===== src/rtl/serrx_pkg.sv =====
package serrx_pkg;
    typedef enum logic [1:0] {
        OCC_EMPTY,
        OCC_PARTIAL,
        OCC_FULL
    } occ_e;
endpackage


===== src/rtl/serrx_store.sv =====
module serrx_store #(
    parameter int W     = 16,
    parameter int DEPTH = 16
) (
    input  logic         clk,
    input  logic         rst_n,
    input  logic         clear,
    input  logic         push,
    input  logic         replace,
    input  logic         pop,
    input  logic [W-1:0] din,
    output logic [W-1:0] head
);
    localparam int AW = (DEPTH > 1) ? $clog2(DEPTH) : 1;

    logic [W-1:0]  mem [DEPTH];
    logic [AW-1:0] wp, rp;

    function automatic logic [AW-1:0] step_up(input logic [AW-1:0] p);
        return (p == AW'(DEPTH - 1)) ? '0 : p + 1'b1;
    endfunction

    function automatic logic [AW-1:0] step_down(input logic [AW-1:0] p);
        return (p == '0) ? AW'(DEPTH - 1) : p - 1'b1;
    endfunction

    always_ff @(posedge clk or negedge rst_n) begin
        if (!rst_n) begin
            wp <= '0;
            rp <= '0;
        end else if (clear) begin
            wp <= '0;
            rp <= '0;
        end else begin
            if (push && !replace) wp <= step_up(wp);
            if (pop)              rp <= step_up(rp);
        end
    end

    // Replacement targets the slot written last, one behind the write pointer.
    always_ff @(posedge clk) begin
        if (push && !clear) mem[replace ? step_down(wp) : wp] <= din;
    end

    assign head = mem[rp];
endmodule


===== src/rtl/serrx_flags.sv =====
module serrx_flags #(
    parameter int CW  = 5,
    parameter int WMW = 4
) (
    input  logic           clk,
    input  logic           rst_n,
    input  logic           fifo_rst,
    input  logic [CW-1:0]  cnt_next,
    input  logic [WMW-1:0] wm,
    input  logic           prim_in,
    input  logic           dma_pop,
    input  logic           clr_full,
    input  logic           clr_ovr,
    input  logic           ctrl_in,
    input  logic           ctrl_rd,
    output logic           full,
    output logic           ovr,
    output logic           cfull
);
    logic above;
    assign above = cnt_next > CW'(wm);

    always_ff @(posedge clk or negedge rst_n) begin
        if (!rst_n) begin
            full  <= 1'b0;
            ovr   <= 1'b0;
            cfull <= 1'b0;
        end else begin
            // Data-full: set on level, drop only by DMA read or W1C once below.
            if (fifo_rst)                  full <= 1'b0;
            else if (above)                full <= 1'b1;
            else if (dma_pop || clr_full)  full <= 1'b0;

            // Overrun: event sets, W1C honoured only once data-full is gone.
            if (prim_in && full)           ovr <= 1'b1;
            else if (clr_ovr && !full)     ovr <= 1'b0;

            // Control holding register occupancy: new word wins over read.
            if (ctrl_in)                   cfull <= 1'b1;
            else if (ctrl_rd)              cfull <= 1'b0;
        end
    end
endmodule


===== src/rtl/serrx_wm_fifo.sv =====
module serrx_wm_fifo
    import serrx_pkg::*;
#(
    parameter int W     = 16,
    parameter int DEPTH = 16,
    localparam int CW   = $clog2(DEPTH + 1),
    localparam int WMW  = (DEPTH > 1) ? $clog2(DEPTH) : 1
) (
    input  logic           clk,
    input  logic           rst_n,
    input  logic           fifo_rst,
    input  logic [WMW-1:0] watermark,
    input  logic           irq_en,
    input  logic           in_valid,
    input  logic           in_ctrl,
    input  logic [W-1:0]   in_data,
    input  logic           rd_fifo,
    input  logic           rd_dma,
    input  logic           rd_ctrl,
    input  logic           clr_full,
    input  logic           clr_ovr,
    output logic [W-1:0]   rd_data,
    output logic [W-1:0]   ctrl_data,
    output logic [CW-1:0]  fill_count,
    output logic           full_flag,
    output logic           ovr_flag,
    output logic           ctrl_full,
    output logic           data_irq,
    output logic           dma_req,
    output logic           ovr_irq
);
    occ_e          state, state_nxt;
    logic [CW-1:0] count, cnt_next;
    logic          push, pop, replace, ctrl_in;
    logic [W-1:0]  head;
    logic [W-1:0]  ctrl_q;

    always_comb begin
        push     = in_valid && !in_ctrl && !fifo_rst;
        ctrl_in  = in_valid && in_ctrl;
        pop      = rd_fifo && (state != OCC_EMPTY) && !fifo_rst;
        replace  = push && (state == OCC_FULL) && !pop;
        cnt_next = fifo_rst ? '0
                 : count + CW'(push && !replace) - CW'(pop);
    end

    // Occupancy state: next-state logic.
    always_comb begin
        state_nxt = state;
        if (fifo_rst) begin
            state_nxt = OCC_EMPTY;
        end else begin
            unique case (state)
                OCC_EMPTY: begin
                    if (cnt_next == CW'(DEPTH))  state_nxt = OCC_FULL;
                    else if (cnt_next != '0)     state_nxt = OCC_PARTIAL;
                end
                OCC_PARTIAL: begin
                    if (cnt_next == '0)          state_nxt = OCC_EMPTY;
                    else if (cnt_next == CW'(DEPTH)) state_nxt = OCC_FULL;
                end
                OCC_FULL: begin
                    if (cnt_next != CW'(DEPTH))  state_nxt = OCC_PARTIAL;
                end
                default: state_nxt = OCC_EMPTY;
            endcase
        end
    end

    // Occupancy state register with word count and control holding register.
    always_ff @(posedge clk or negedge rst_n) begin
        if (!rst_n) begin
            state  <= OCC_EMPTY;
            count  <= '0;
            ctrl_q <= '0;
        end else begin
            state <= state_nxt;
            count <= cnt_next;
            if (ctrl_in) ctrl_q <= in_data;
        end
    end

    serrx_store #(.W(W), .DEPTH(DEPTH)) u_store (
        .clk     (clk),
        .rst_n   (rst_n),
        .clear   (fifo_rst),
        .push    (push),
        .replace (replace),
        .pop     (pop),
        .din     (in_data),
        .head    (head)
    );

    serrx_flags #(.CW(CW), .WMW(WMW)) u_flags (
        .clk      (clk),
        .rst_n    (rst_n),
        .fifo_rst (fifo_rst),
        .cnt_next (cnt_next),
        .wm       (watermark),
        .prim_in  (push),
        .dma_pop  (pop && rd_dma),
        .clr_full (clr_full),
        .clr_ovr  (clr_ovr),
        .ctrl_in  (ctrl_in),
        .ctrl_rd  (rd_ctrl),
        .full     (full_flag),
        .ovr      (ovr_flag),
        .cfull    (ctrl_full)
    );

    // Outputs.
    always_comb begin
        rd_data    = (state == OCC_EMPTY || fifo_rst) ? '0 : head;
        ctrl_data  = ctrl_q;
        fill_count = count;
        data_irq   = full_flag && irq_en;
        dma_req    = full_flag && irq_en;
        ovr_irq    = ovr_flag;
    end
endmodule


===== config.mk =====
export PLATFORM = sky130hd
export DESIGN_NAME = serrx_wm_fifo
export DESIGN_NICKNAME = d
export VERILOG_FILES = /design/src/rtl/serrx_pkg.sv /design/src/rtl/serrx_store.sv /design/src/rtl/serrx_flags.sv /design/src/rtl/serrx_wm_fifo.sv
export SDC_FILE = /design/constraint.sdc
export NUM_CORES = 1
export LEC_CHECK = 0
export BUFFER_PORTS_ARGS = -buffer_cell sky130_fd_sc_hd__buf_2
export CORE_MARGIN = 2
export CORE_UTILIZATION = 60
export DETAILED_ROUTE_END_ITERATION = 8
export PLACE_DENSITY = 0.88
export RECOVER_POWER = 25
export SETUP_SLACK_MARGIN = 0.02
export SLEW_MARGIN = 25
export SYNTH_ARGS = -nofsm -noshare
export SYNTH_HDL_FRONTEND = slang
export SYNTH_SLANG_ARGS = --single-unit

===== constraint.sdc =====
create_clock -name clk -period 9.6 [get_ports clk]
set_input_delay 2.88 -clock clk [delete_from_list [all_inputs] [get_ports clk]]
set_output_delay 2.88 -clock clk [all_outputs]
set_load 0.05 [all_outputs]

==> run_results.csv <==
group,metric,value,unit
run_status,status,"finished, violations left",
run_status,violations,"capacitance limit, slew limit",
timing,final_max_slew_viol_count,26,
route,drt-met1-wl,9630,um
yosys,synth-edff-count,256,
power_and_ir_drop,comb_power_share,0.185,
floorplanning,core-area,19300,sq um
yosys,netlist_instances,610,
yosys,synth_cell_types,57,
floorplanning,die-area,20600,sq um
setup_path,cp_cell_sequence,"buf_2 -> o21bai_1 -> nor2_4 -> a22oi_1 -> nand2_1 -> buf_2",
power_and_ir_drop,leakage,4.52,nW
clock_tree,postCtsSetupRepairBufs,0,
timing,hold-worst-slack,507,ps
clock_tree,clk-insertion-delay-late,530,ps
route,finalWirelength,26400,um
yosys,seq_area_frac_synth,0.731,
finish,layout-drive-gt1-share,0.296,
setup_path,crit_fanout,16,
floorplanning,initial_core_util,0.606,
clock_tree,cts_buffer_depth,3,
route,drt-initial-drc-count,687,
setup_path,crit_top_cell,"buf_2",
timing,setup-tns-final,0,ps
timing,skew,15.8,ps
setup_path,worst_path_largest_cell_delay,580,ps
grt,grt_max_degree,41,
setup_path,end_kind,"output port",
route,highest_layer,"met4",
floorplanning,pin_count,74,
setup_path,worstPathArrival,4630,ps
yosys,syn_area,11700,sq um
route,wl_met3,2160,um
flow_run,drv_cap,1,
clock_tree,clock-sinks,290,
finish,n_antenna_cell,0,
route,ant_nets,0,
finish,final_area,13300,sq um
setup_path,critPathTopFamily,"simple AND/OR/NAND/NOR gates",
timing,max_freq,0.133,GHz
timing,layout_min_cycle_time,7510,ps
clock_tree,post_cts_resized,0,
timing,hold_viol,0,
clock_tree,path_clk_slew,60,ps
power_and_ir_drop,switching_share,0.270,
setup_path,critPathBufInv,2,
setup_path,crit_slowest_cell,"nor2_4",
clock_tree,numCtsBuffers,28,
yosys,ys_ff_latch,290,
grt,grt_use_total,0.261,
floorplanning,rows,51,
route,dr_wl_met2,13700,um
power_and_ir_drop,pwr_density_cell,230,nW/um^2
placed_design,gp_congestion,0.860,
placed_design,placed_area,12400,sq um
power_and_ir_drop,pwr-share-seq,0.476,
finish,final_nets,754,
setup_path,critPathKind,"input pin to output port",
power_and_ir_drop,vdd_ir_drop_max,0.181,mV
power_and_ir_drop,clkPwrFrac,0.339,
timing,period_share,0.782,
grt,grt_pass1_wl,38900,um
power_and_ir_drop,power.switching,0.000827,W
clock_tree,hold_buffers,0,
grt,grt.overflow.total,0,
route,drt-pass1-iter-count,5,
grt,antenna_found_initial,0,
setup_path,cp-start-kind,"input pin",
route,wl_per_cell,26.5,um
route,route.vias.total,6458,
clock_tree,cts_tree,"done",
setup_path,required,6720,ps
yosys,syn_area_per_cell,19.1,sq um
yosys,ys_async_sr_fraction,0.117,
yosys,syn-num-nets,655,
floorplanning,die_w,143,um
clock_tree,cts_root_buf,"clkbuf_16",
grt,grt_pass1_vias,6467,
yosys,ys_warn_count,0,
route,viasPerCell,6.49,
route,route.detailed.drc,0,
power_and_ir_drop,intPower,0.00223,W
hold_path,hold_path.class,"register to register",
finish,area_growth,13.8,%
placed_design,hpwl,15000,um
timing,slew_headroom,-0.0105,
clock_tree,cts.htree.levels,1,
timing,setup_violations,0,
yosys,synthFlopType,"edfxtp_1",
power_and_ir_drop,total_power,0.00306,W
timing,rsz0062_at_grt,"no",
floorplanning,die_height,143,um
timing,tightest_slew,1520,ps
placed_design,io_buffers,73,
Yosys cell counts (7+ instances only):
| cell type | instances | area (sq um) |
|---|---|---|
| nand2_1 | 30 | 113 |
| a22oi_1 | 32 | 240 |
| buf_2 | 7 | 35.0 |
| clkbuf_1 | 13 | 48.8 |
| ha_1 | 13 | 163 |
| nor2_1 | 30 | 113 |
| inv_1 | 19 | 71.3 |
| mux4_2 | 64 | 1440 |
| edfxtp_1 | 256 | 7690 |
| o21ai_0 | 7 | 35.0 |
| a21oi_1 | 9 | 45.0 |
| mux2_2 | 18 | 203 |
| dfrtp_1 | 34 | 851 |
power by group through the flow:
stage | Sequential [W] | Clock (W) | Combinational [W]
5_1_grt | 0.00146 | 0.00109 | 0.000607
4_1_cts | 0.00146 | 0.00105 | 0.000570
3_5_place_dp | 0.00148 | 0 | 0.000564
6_report | 0.00146 | 0.00104 | 0.000565
2_1_floorplan | 0.00152 | 0 | 0.000389
3_3_place_gp | 0.00148 | 0 | 0.000548
metrics by stage:
stage,instances,setup WS [ps],utilization
CTS,994,1700,0.690
finish,995,2090,0.690
floorplan,610,2520,-
detailed placement,943,1750,0.645
global placement,943,1950,0.645
global route,995,2020,0.690
final cells by class:
type	count	area (sq um)
clock buffer	43	778
clock inverter	8	87.6
fill	1172	5980
inverter	19	71.3
multi-input combinational	274	2960
sequential	290	8540
tap	265	332
timing repair buffer	96	522
final timing paths:
path                                from            end  slack [ps]  cells after the start
hold / removal             ctrl_data[15]  ctrl_data[15]         510                      1
min in group asynchronous          rst_n   ctrl_data[9]        2390                      1
setup reg to reg                state[1]   u_flags.full        6180                     13
setup / recovery                fifo_rst     rd_data[2]        2090                      6
hold reg to reg            ctrl_data[15]  ctrl_data[15]         510                      1
max in group asynchronous          rst_n  u_store.rp[0]        5180                      2
registers in the layout, indices dropped and copies added, names as in the netlist:
name           count
u_store.mem      256
ctrl_data         16
u_store.wp         4
u_flags.cfull      1
u_flags.ovr        1
state              2
u_flags.full       1
fill_count         5
u_store.rp         4
placed cells by master (no fill, tap or decap), types with 3 or more instances in the layout:
cell	instances
a22oi_1	32
nand4_1	5
edfxtp_1	256
ha_1	13
a21oi_1	9
clkbuf_16	29
clkinv_1	5
mux4_2	64
clkbuf_1	25
nand2_1	29
nor3_1	3
o21ai_0	7
nand2b_1	3
buf_4	22
dfrtp_1	32
mux2_2	18
and3_1	4
xnor2_1	3
inv_1	19
nor3b_2	3
nor2_1	29
buf_2	63
cell families (layout without fill, tap and decap cells):
group / Yosys count / after routing / share of synthesized area
XOR/XNOR: 5 / 5 / 0.00375
buffers and inverters: 46 / 166 / 0.0171
flip-flops: 290 / 290 / 0.731
adder cells (fa/ha/maj): 14 / 14 / 0.0156
AO/OA/AOI/OAI: 75 / 75 / 0.0478
multiplexers: 83 / 83 / 0.142
AND/OR/NAND/NOR: 97 / 97 / 0.0427
routing by layer:
metal  global-route usage  vias up
li1                     -     2677
met1                0.347     3304
met2                0.449      400
met3               0.0360       77
met4               0.0924        0
met5                    0        -
No activity file was read; power rests on OpenSTA's default activity.
